<file path="config.mk">
export PLATFORM = sky130hd
export DESIGN_NAME = evagg_top
export DESIGN_NICKNAME = d
export VERILOG_FILES = /design/src/rtl/evagg_pkg.sv /design/src/rtl/evagg_pend_bank.sv /design/src/rtl/evagg_irq_reduce.sv /design/src/rtl/evagg_top.sv
export SDC_FILE = /design/constraint.sdc
export NUM_CORES = 1
export LEC_CHECK = 0
export ABC_AREA = 0
export BUFFER_PORTS_ARGS = -buffer_cell sky130_fd_sc_hd__buf_2
export CAP_MARGIN = 20
export CORE_MARGIN = 2
export CORE_UTILIZATION = 25
export DETAILED_ROUTE_END_ITERATION = 8
export MAX_ROUTING_LAYER = met4
export SETUP_SLACK_MARGIN = 0.15
export SYNTH_ARGS = -nofsm -noshare
export SYNTH_HDL_FRONTEND = slang
export SYNTH_SLANG_ARGS = --single-unit
export TNS_END_PERCENT = 10
</file>
<file path="constraint.sdc">
create_clock -name clk -period 1.4 [get_ports clk]
set_input_delay 0.14 -clock clk [delete_from_list [all_inputs] [get_ports clk]]
set_output_delay 0.14 -clock clk [all_outputs]
set_load 0.01 [all_outputs]
</file>
<file path="src/rtl/evagg_pkg.sv">
package evagg_pkg;
  localparam int EV_BANKS    = 3;
  localparam int EV_BITS     = 32;
  localparam int EV_OUTS     = 3;
  localparam int EV_PROT_BANK = 1;
  localparam int EV_PROT_BIT  = 0;
endpackage

</file>
<file path="src/rtl/evagg_pend_bank.sv">
module evagg_pend_bank #(
  parameter int BITS = 32,
  parameter logic [BITS-1:0] KEEP = '0
) (
  input  logic            clk,
  input  logic            rst,
  input  logic [BITS-1:0] set_vec,
  input  logic [BITS-1:0] clr_vec,
  output logic [BITS-1:0] pend
);
  // hardware set dominates a same-edge software clear
  always_ff @(posedge clk) begin
    if (rst) pend <= '0;
    else     pend <= (pend & ~(clr_vec & ~KEEP)) | set_vec;
  end
endmodule

</file>
<file path="src/rtl/evagg_irq_reduce.sv">
module evagg_irq_reduce #(
  parameter int BANKS = 3,
  parameter int BITS  = 32
) (
  input  logic                  clk,
  input  logic                  rst,
  input  logic [BANKS*BITS-1:0] pend,
  input  logic [BANKS*BITS-1:0] mask,
  output logic                  irq
);
  always_ff @(posedge clk) begin
    if (rst) irq <= 1'b0;
    else     irq <= |(pend & mask);
  end
endmodule

</file>
<file path="src/rtl/evagg_top.sv">
module evagg_top
  import evagg_pkg::*;
#(
  parameter int BANKS = EV_BANKS,
  parameter int BITS  = EV_BITS,
  parameter int OUTS  = EV_OUTS,
  localparam int BIT_W  = $clog2(BITS),
  localparam int BANK_W = 2,
  localparam int CODE_W = BANK_W + BIT_W,
  localparam int GRP_W  = $clog2(OUTS + 1),
  localparam int ADDR_W = GRP_W + BANK_W
) (
  input  logic              clk,
  input  logic              rst,
  input  logic              evt_valid,
  input  logic [CODE_W-1:0] evt_code,
  input  logic              reg_wr,
  input  logic [ADDR_W-1:0] reg_addr,
  input  logic [BITS-1:0]   reg_wdata,
  output logic [BITS-1:0]   reg_rdata,
  output logic [OUTS-1:0]   irq_out
);
  logic [BANK_W-1:0] ev_bank;
  logic [BIT_W-1:0]  ev_bit;
  logic [GRP_W-1:0]  grp;
  logic [BANK_W-1:0] bnk;
  logic [BANKS*BITS-1:0]           pend_flat;
  logic [OUTS-1:0][BANKS*BITS-1:0] mask_flat;
  logic [BITS-1:0]   rd_d;

  assign ev_bank = evt_code[CODE_W-1:BIT_W];
  assign ev_bit  = evt_code[BIT_W-1:0];
  assign grp     = reg_addr[ADDR_W-1:BANK_W];
  assign bnk     = reg_addr[BANK_W-1:0];

  for (genvar b = 0; b < BANKS; b++) begin : g_bank
    localparam logic [BITS-1:0] KEEP_M =
      (b == EV_PROT_BANK) ? (BITS'(1) << EV_PROT_BIT) : '0;
    logic [BITS-1:0] set_vec, clr_vec;
    assign set_vec = (evt_valid && ev_bank == BANK_W'(b)) ? (BITS'(1) << ev_bit) : '0;
    assign clr_vec = (reg_wr && grp == '0 && bnk == BANK_W'(b)) ? reg_wdata : '0;
    evagg_pend_bank #(.BITS(BITS), .KEEP(KEEP_M)) u_pend (
      .clk(clk), .rst(rst), .set_vec(set_vec), .clr_vec(clr_vec),
      .pend(pend_flat[b*BITS +: BITS])
    );
  end

  for (genvar o = 0; o < OUTS; o++) begin : g_out
    for (genvar b = 0; b < BANKS; b++) begin : g_mbank
      logic [BITS-1:0] m_q;
      always_ff @(posedge clk) begin
        if (rst) m_q <= '0;
        else if (reg_wr && grp == GRP_W'(o + 1) && bnk == BANK_W'(b)) m_q <= reg_wdata;
      end
      assign mask_flat[o][b*BITS +: BITS] = m_q;
    end
    evagg_irq_reduce #(.BANKS(BANKS), .BITS(BITS)) u_red (
      .clk(clk), .rst(rst), .pend(pend_flat), .mask(mask_flat[o]),
      .irq(irq_out[o])
    );
  end

  always_comb begin
    rd_d = '0;
    for (int b = 0; b < BANKS; b++) begin
      if (bnk == BANK_W'(b)) begin
        if (grp == '0) rd_d = pend_flat[b*BITS +: BITS];
        for (int o = 0; o < OUTS; o++)
          if (grp == GRP_W'(o + 1)) rd_d = mask_flat[o][b*BITS +: BITS];
      end
    end
  end

  always_ff @(posedge clk) begin
    if (rst) reg_rdata <= '0;
    else     reg_rdata <= rd_d;
  end
endmodule

</file>
==> results of run 1 <==
[layout by cell type, fill, tap and decap left out, types with 8 or more instances in the layout]
| cell | n |
|---|---|
| buf_4 | 346 |
| clkbuf_16 | 51 |
| nand3_1 | 10 |
| clkbuf_1 | 16 |
| a22oi_1 | 225 |
| buf_12 | 65 |
| nand2_1 | 685 |
| mux4_2 | 82 |
| buf_2 | 76 |
| a22o_1 | 8 |
| o221ai_1 | 11 |
| clkbuf_8 | 13 |
| a21oi_1 | 319 |
| dfxtp_4 | 8 |
| dfxtp_2 | 54 |
| buf_6 | 11 |
| dfxtp_1 | 357 |
| nand4_1 | 27 |
| a21oi_2 | 10 |
| nor2_1 | 192 |
| dlygate4sd3_1 | 33 |
| mux2i_1 | 30 |
| nor2_4 | 10 |
[timing repair]
action,4_1_cts,5_1_grt
pin swaps,8,9
endpoints found under the setup margin,49,47
hold buffers,33,0
gates resized for setup,91,24
endpoints found under the hold margin,359,0
buffers inserted,0,0
[power by group through the flow]
| stage | logic [mW] | clock network (mW) | registers, mW |
|---|---|---|---|
| global route | 2.37 | 14.1 | 12.2 |
| CTS | 2.23 | 13.6 | 12.2 |
| detailed placement | 2.13 | 0 | 12.5 |
| floorplan | 1.10 | 0 | 12.4 |
| finish | 2.31 | 13.6 | 12.2 |
| global placement | 2.13 | 0 | 12.5 |
[stage by stage]
stage | worst slack, ns | instances | cell area (sq um)
2_1_floorplan | 0.07467 | 2326 | 19440
3_3_place_gp | -0.6078 | 3650 | 24030
3_5_place_dp | -0.5995 | 3650 | 24030
4_1_cts | -0.3190 | 3774 | 26260
5_1_grt | -0.3069 | 3777 | 26350
6_report | -0.2639 | 3778 | 26350
[cell usage after synthesis (13+ instances only)]
cell	number	area share, %
nand2_1	686	13
o221ai_1	13	0.59
dfxtp_1	419	43
nand3_1	13	0.34
buf_2	56	1.5
nand4_1	27	0.87
nor2_1	193	3.8
a22oi_1	228	8.9
mux4_2	82	9.6
mux2i_1	32	1.7
buf_4	19	0.74
clkbuf_1	114	2.2
a21oi_1	329	8.5
[metal layers]
metal | GRT usage [%] | part of all wire (%) | wire length (um)
met1 | 35.66 | 39 | 41300
met2 | 38.93 | 42 | 44600
met3 | 5.336 | 13 | 13590
met4 | 13.69 | 6.4 | 6802
met5 | - | 0 | 0
[registers in the layout, summed over array words and instances, names as in the netlist]
signal / flops
g_out.g_mbank.m_q: 288
g_bank.u_pend.pend: 96
reg_rdata: 32
g_out.u_red.irq: 3
[cells by family after synthesis]
group	synth area share [%]
AO/OA/AOI/OAI	19.15
AND/OR/NAND/NOR	20.51
flip-flops	43.44
multiplexers	11.63
buffers and inverters	5.281
[tightest hold or removal path, cell delays in order]
cell	delay, ns
buf_2	0.10
nor3b_2	0.05
buf_12	0.16
a22oi_1	0.19
nor2_1	0.05
[layout make-up]
| type | instances | area, sq um | area share [%] |
|---|---|---|---|
| Inverter | 7 | 26.28 | 0.09971 |
| Multi-Input combinational cell | 1695 | 10120 | 38.39 |
| Tap cell | 1030 | 1289 | 4.890 |
| Timing Repair Buffer | 532 | 4748 | 18.02 |
| Clock inverter | 11 | 161.4 | 0.6125 |
| Clock buffer | 80 | 1515 | 5.750 |
| Antenna cell | 4 | 10.01 | 0.03798 |
| Sequential cell | 419 | 8486 | 32.20 |
[worst paths after layout]
kind	from	end	slack, ns	cells after the start
worst min-delay path	evt_code[5]	g_bank[0].u_pend.pend[31]$_SDFF_PP0_	0.15	5
worst min register to register	g_out[0].g_mbank[2].m_q[11]$_SDFFE_PP0P_	g_out[0].g_mbank[2].m_q[11]$_SDFFE_PP0P_	0.47	2
worst max register to register	g_bank[0].u_pend.pend[5]$_SDFF_PP0_	g_out[2].u_red.irq$_SDFF_PP0_	-0.26	6
worst max-delay path	g_bank[0].u_pend.pend[5]$_SDFF_PP0_	g_out[2].u_red.irq$_SDFF_PP0_	-0.26	6
==> results.sh, run 1 <==
export IMPL_initial_core_util_pct=25.34
export IMPL_hold_violations=0
export IMPL_combPwrFrac_pct=8.2
export IMPL_crit_chain="buf_6, a22o_1, a221oi_2, nand3_1, nor4_2, a31oi_1"
export IMPL_p_clk_share_pct=48.3
export IMPL_grt_pass1_wl_um=147700
export IMPL_final_util_pct=34.58
export IMPL_coreArea_sq_um=76200
export IMPL_drt_iter0_drc=3563
export IMPL_io_buffers=81
export IMPL_num_vias=21087
export IMPL_track_usage_pct=26.98
export IMPL_period_minus_slack_ns=1.664
export IMPL_clk_pin_slew_ns=0.06
export IMPL_grt_pass1_vias=19370
export IMPL_async_reset_ff_share_pct=0
export IMPL_avgSynthCellArea_sq_um=8.302
export IMPL_arrival_ns=2.14
export IMPL_swShare_pct=25.22
export IMPL_tns_ns=-2.626
export IMPL_path_buf_inv=1
export IMPL_cts_max_path_buffers=3
export IMPL_max_cap_viol_count=0
export IMPL_antenna_found_initial=4
export IMPL_netlist_area_sq_um=19310
export IMPL_outcome="finished with violations"
export IMPL_dieArea_sq_um=79480
export IMPL_synth_seq_cells=419
export IMPL_die_w_um=281.9
export IMPL_total_power_mw=28.07
export IMPL_nets=2751
export IMPL_intPower_mw=20.99
export IMPL_fmax_mhz=601.0
export IMPL_fill_cells=7866
export IMPL_violations="negative setup slack"
export IMPL_place_congestion=1.089
export IMPL_cp_start_kind="flip-flop"
export IMPL_grt_overflow=0
export IMPL_setup_slack_ns=-0.2639
export IMPL_pin_count=82
export IMPL_drt_total_wl_um=106300
export IMPL_clock_skew_ns=0.01906
export IMPL_yosysSeqAreaShare_pct=43.44
export IMPL_synth_cell_types=42
export IMPL_min_delay_path_class="in -> reg"
export IMPL_area_growth_pct=36.47
export IMPL_slowest_stage="dfxtp_4"
export IMPL_cts_max_level=2
export IMPL_cp_max_fo=3
export IMPL_via_per_inst=5.582
export IMPL_synth_nets=2373
export IMPL_std_cell_rows=101
export IMPL_yosysWarnings=0
export IMPL_synth_edf_count=0
export IMPL_synthCells=2326
export IMPL_die_h_um=281.9
export IMPL_period_share_pct=118.9
export IMPL_ant_nets=0
export IMPL_cts_tree="built"
export IMPL_cp_required_ns=1.88
export IMPL_worst_pin_slew_ns=0.5264
export IMPL_drc=0
export IMPL_critPathKind="reg -> reg"
export IMPL_cts_buffers=49
export IMPL_report_final_slew_viol_count=0
export IMPL_clock_sinks=419
export IMPL_power_leakage_nw=9.511
export IMPL_grt_max_degree=61
export IMPL_first_pass_iters=6
export IMPL_worstSkewPairLatency_ns=0.61
export IMPL_wl_per_cell_um=28.13
export IMPL_critPathMaxStageDelay_ns=0.39
export IMPL_peakVddDrop_uv=781.0
export IMPL_place_detailed_hpwl_um=77900
export IMPL_setup_viol=29
export IMPL_p_seq_share_pct=43.5
export IMPL_cts_root_buf="clkbuf_16"
export IMPL_hold_ws_ns=0.1502
export IMPL_max_slew_margin_pct=64.86
export IMPL_drive_above_1_share_pct=28.43
export IMPL_p_per_area_nw_per_um2=1065
export IMPL_grt_setup_unrepaired="yes"
export IMPL_p_sw_mw=7.080
export IMPL_path_delay_family="compound AO/OA/AOI/OAI gates"
export IMPL_crit_path_end_kind="flip-flop"
export IMPL_synthFlopType="dfxtp_1"
No activity file was read; power rests on OpenSTA's default activity.
==> inputs of run 2 (changes only) <==
--- a/config.mk
+++ b/config.mk
@@ -5,11 +5,12 @@
 export SDC_FILE = /design/constraint.sdc
 export NUM_CORES = 1
 export LEC_CHECK = 0
-export ABC_AREA = 0
+export ABC_AREA = 1
 export BUFFER_PORTS_ARGS = -buffer_cell sky130_fd_sc_hd__buf_2
 export CAP_MARGIN = 20
 export CORE_MARGIN = 2
 export CORE_UTILIZATION = 25
+export CTS_BUF_LIST = sky130_fd_sc_hd__clkbuf_16
 export DETAILED_ROUTE_END_ITERATION = 8
 export MAX_ROUTING_LAYER = met4
 export SETUP_SLACK_MARGIN = 0.15
==> results.sh, run 2 <==
export IMPL_outcome="finished with violations"
export IMPL_violations="negative setup slack"
export IMPL_swShare_pct=26.96
export IMPL_yosysWarnings=0
export IMPL_coreArea_sq_um=76200
export IMPL_nets=3243
export IMPL_worstSkewPairLatency_ns=0.60
export IMPL_synthCells=2766
export IMPL_cp_max_fo=4
export IMPL_cts_tree="built"
export IMPL_die_w_um=281.7
export IMPL_combPwrFrac_pct=11.3
export IMPL_total_power_mw=26.62
export IMPL_top_register="g_out.g_mbank.m_q"
export IMPL_place_worst_setup_slack_ns=-0.4650
export IMPL_synth_seq_cells=419
export IMPL_area_growth_pct=39.56
export IMPL_synth_xor_area_share_pct=0
export IMPL_netlist_area_sq_um=19280
export IMPL_synth_nets=2813
export IMPL_max_slew_margin_pct=63.96
export IMPL_drive_above_1_share_pct=29.13
export IMPL_p_sw_mw=7.176
export IMPL_worst_pin_slew_ns=0.5400
export IMPL_ys_top_cells_by_count="609 x nand2_1, 455 x o21ai_0, 450 x a21oi_1"
export IMPL_final_common_cell="nand2_1"
export IMPL_synth_compound_area_share_pct=28.66
export IMPL_grt_pass1_vias=20473
export IMPL_power_leakage_nw=11.15
export IMPL_critPathKind="reg -> reg"
export IMPL_crit_chain="nand2_1, nand4_1, nor3_2, nand3_1, nor2_2, a21oi_2"
export IMPL_p_clk_share_pct=42.4
export IMPL_peakVddDrop_uv=756.6
export IMPL_max_cap_viol_count=0
export IMPL_synth_largest_area_cell="dfxtp_1"
export IMPL_synthFlopType="dfxtp_1"
export IMPL_hold_violations=0
export IMPL_min_delay_path_class="in -> reg"
export IMPL_slowest_stage="dfxtp_1"
export IMPL_synth_edf_count=0
export IMPL_avgSynthCellArea_sq_um=6.969
export IMPL_cp_start_kind="flip-flop"
export IMPL_initial_core_util_pct=25.30
export IMPL_num_vias=21713
export IMPL_cp_required_ns=1.87
export IMPL_synth_top_area_share_pct=43.51
export IMPL_drt_iter0_drc=2225
export IMPL_via_per_inst=5.099
export IMPL_grt_overflow=0
export IMPL_setup_slack_ns=-0.1453
export IMPL_setup_viol=5
export IMPL_layout_common_cells="560 x nand2_1, 436 x buf_4, 430 x o21ai_0"
export IMPL_period_share_pct=110.4
export IMPL_cts_max_level=2
export IMPL_critPathMaxStageDelay_ns=0.37
export IMPL_path_buf_inv=0
export IMPL_ant_nets=0
export IMPL_synth_most_common_cell="nand2_1"
export IMPL_final_area_sq_um=26900
export IMPL_fmax_mhz=647.1
export IMPL_intPower_mw=19.45
export IMPL_pin_count=82
export IMPL_cts_max_path_buffers=3
export IMPL_place_area_sq_um=24440
export IMPL_drt_total_wl_um=85530
export IMPL_reg_top3="g_out.g_mbank.m_q (288), g_bank.u_pend.pend (96), reg_rdata (32)"
export IMPL_report_final_slew_viol_count=0
export IMPL_arrival_ns=2.01
export IMPL_yosysSeqAreaShare_pct=43.51
export IMPL_antenna_found_initial=3
export IMPL_yosys_area_share_simple_pct=19.70
export IMPL_period_minus_slack_ns=1.545
export IMPL_grt_setup_unrepaired="yes"
export IMPL_cts_root_buf="clkbuf_16"
export IMPL_grt_pass1_wl_um=126900
export IMPL_dieArea_sq_um=79350
export IMPL_place_detailed_hpwl_um=58640
export IMPL_die_h_um=281.7
export IMPL_instances_no_fill=4258
export IMPL_p_seq_share_pct=46.2
export IMPL_synth_cell_types=33
export IMPL_io_buffers=81
export IMPL_clock_skew_ns=0.01673
export IMPL_clock_sinks=419
export IMPL_ys_top_cells_by_area="dfxtp_1 44%, nand2_1 12%, o21ai_0 12%, a21oi_1 12%, inv_1 3.2%"
export IMPL_track_usage_pct=21.63
export IMPL_synthMuxAreaShare_pct=0
export IMPL_final_util_pct=35.31
export IMPL_std_cell_rows=101
export IMPL_crit_path_end_kind="flip-flop"
export IMPL_place_congestion=0.9620
export IMPL_cts_buffers=45
export IMPL_async_reset_ff_share_pct=0
export IMPL_drc=0
export IMPL_first_pass_iters=7
export IMPL_dp_cells=4155
export IMPL_wl_per_cell_um=20.09
export IMPL_p_per_area_nw_per_um2=989.6
export IMPL_path_delay_family="simple AND/OR/NAND/NOR gates"
export IMPL_grt_max_degree=55
export IMPL_clk_pin_slew_ns=0.06
export IMPL_synth_adder_area_share_pct=0
export IMPL_largest_reg_flops=288
export IMPL_synth_top_family_by_area="compound AO/OA/AOI/OAI gates"
[run 2: changes by cell type in the layout (fill, tap and decap cells not counted), moves of 82 or more]
cell and change:
o21ai_0 +426, mux4_2 -82, a21oi_1 +106, a22oi_1 -225, nand2_1 -125, inv_1 +144
buf_4 +90
[run 2: final timing paths]
| check | from | end | slack [ns] | cells past startpoint |
|---|---|---|---|---|
| hold reg to reg | g_bank[0].u_pend.pend[22]$_SDFF_PP0_ | g_bank[0].u_pend.pend[22]$_SDFF_PP0_ | 0.49 | 2 |
| hold / removal | reg_wdata[15] | g_out[0].g_mbank[2].m_q[15]$_SDFFE_PP0P_ | 0.03 | 3 |
| setup / recovery | g_bank[2].u_pend.pend[11]$_SDFF_PP0_ | g_out[2].u_red.irq$_SDFF_PP0_ | -0.15 | 6 |
| setup reg to reg | g_bank[2].u_pend.pend[11]$_SDFF_PP0_ | g_out[2].u_red.irq$_SDFF_PP0_ | -0.15 | 6 |
[run 2: per-layer routing]
| layer | part of all wire, % | GRT usage, % |
|---|---|---|
| met1 | 43 | 28.39 |
| met2 | 44 | 33.51 |
| met3 | 9.0 | 3.373 |
| met4 | 3.8 | 8.006 |
| met5 | 0 | - |
[run 2: area by class of cell]
| type | count | area [sq um] |
|---|---|---|
| Tap cell | 1030 | 1289 |
| Clock inverter | 33 | 195.2 |
| Sequential cell | 419 | 8507 |
| Clock buffer | 45 | 1126 |
| Inverter | 168 | 638.1 |
| Multi-Input combinational cell | 1957 | 9982 |
| Fill cell | 7992 | 49300 |
| Antenna cell | 1 | 2.502 |
| Timing Repair Buffer | 605 | 5164 |
[run 2: tightest hold or removal path: cells and delay by family]
family,cells,cell delay [ns]
AOI/OAI and AO/OA,1,0.18
buffers and inverters,2,0.26
[run 2: power by group through the flow]
stage | sequential, mW | clock (mW) | combinational (mW)
CTS | 12.3 | 11.5 | 2.85
finish | 12.3 | 11.3 | 3.01
global placement | 12.6 | 0 | 2.78
detailed placement | 12.6 | 0 | 2.78
global route | 12.3 | 11.9 | 3.20
floorplan | 12.6 | 0 | 1.29
[run 2: what timing repair did]
action / in CTS / in global routing
endpoints found under the hold margin: 43 / 0
endpoints found under the setup margin: 35 / 160
hold buffers: 8 / 0
gates cloned: 0 / 1
buffers inserted: 1 / 14
pin swaps: 92 / 110
gates resized for setup: 181 / 160
[run 2: kinds of logic after synthesis]
logic type | after synthesis
flops | 419
simple gates | 918
buf+inv | 390
compound gates | 1039
[run 2: stage by stage]
step	hold WS (ns)	setup TNS [ns]
after global placement	0.4613	-108.81
after global routing	0.02804	-0.8047
after floorplan	0.3529	0
final	0.02657	-0.3725
after CTS	0.02147	-0.2649
after detailed placement	0.4754	-120.78
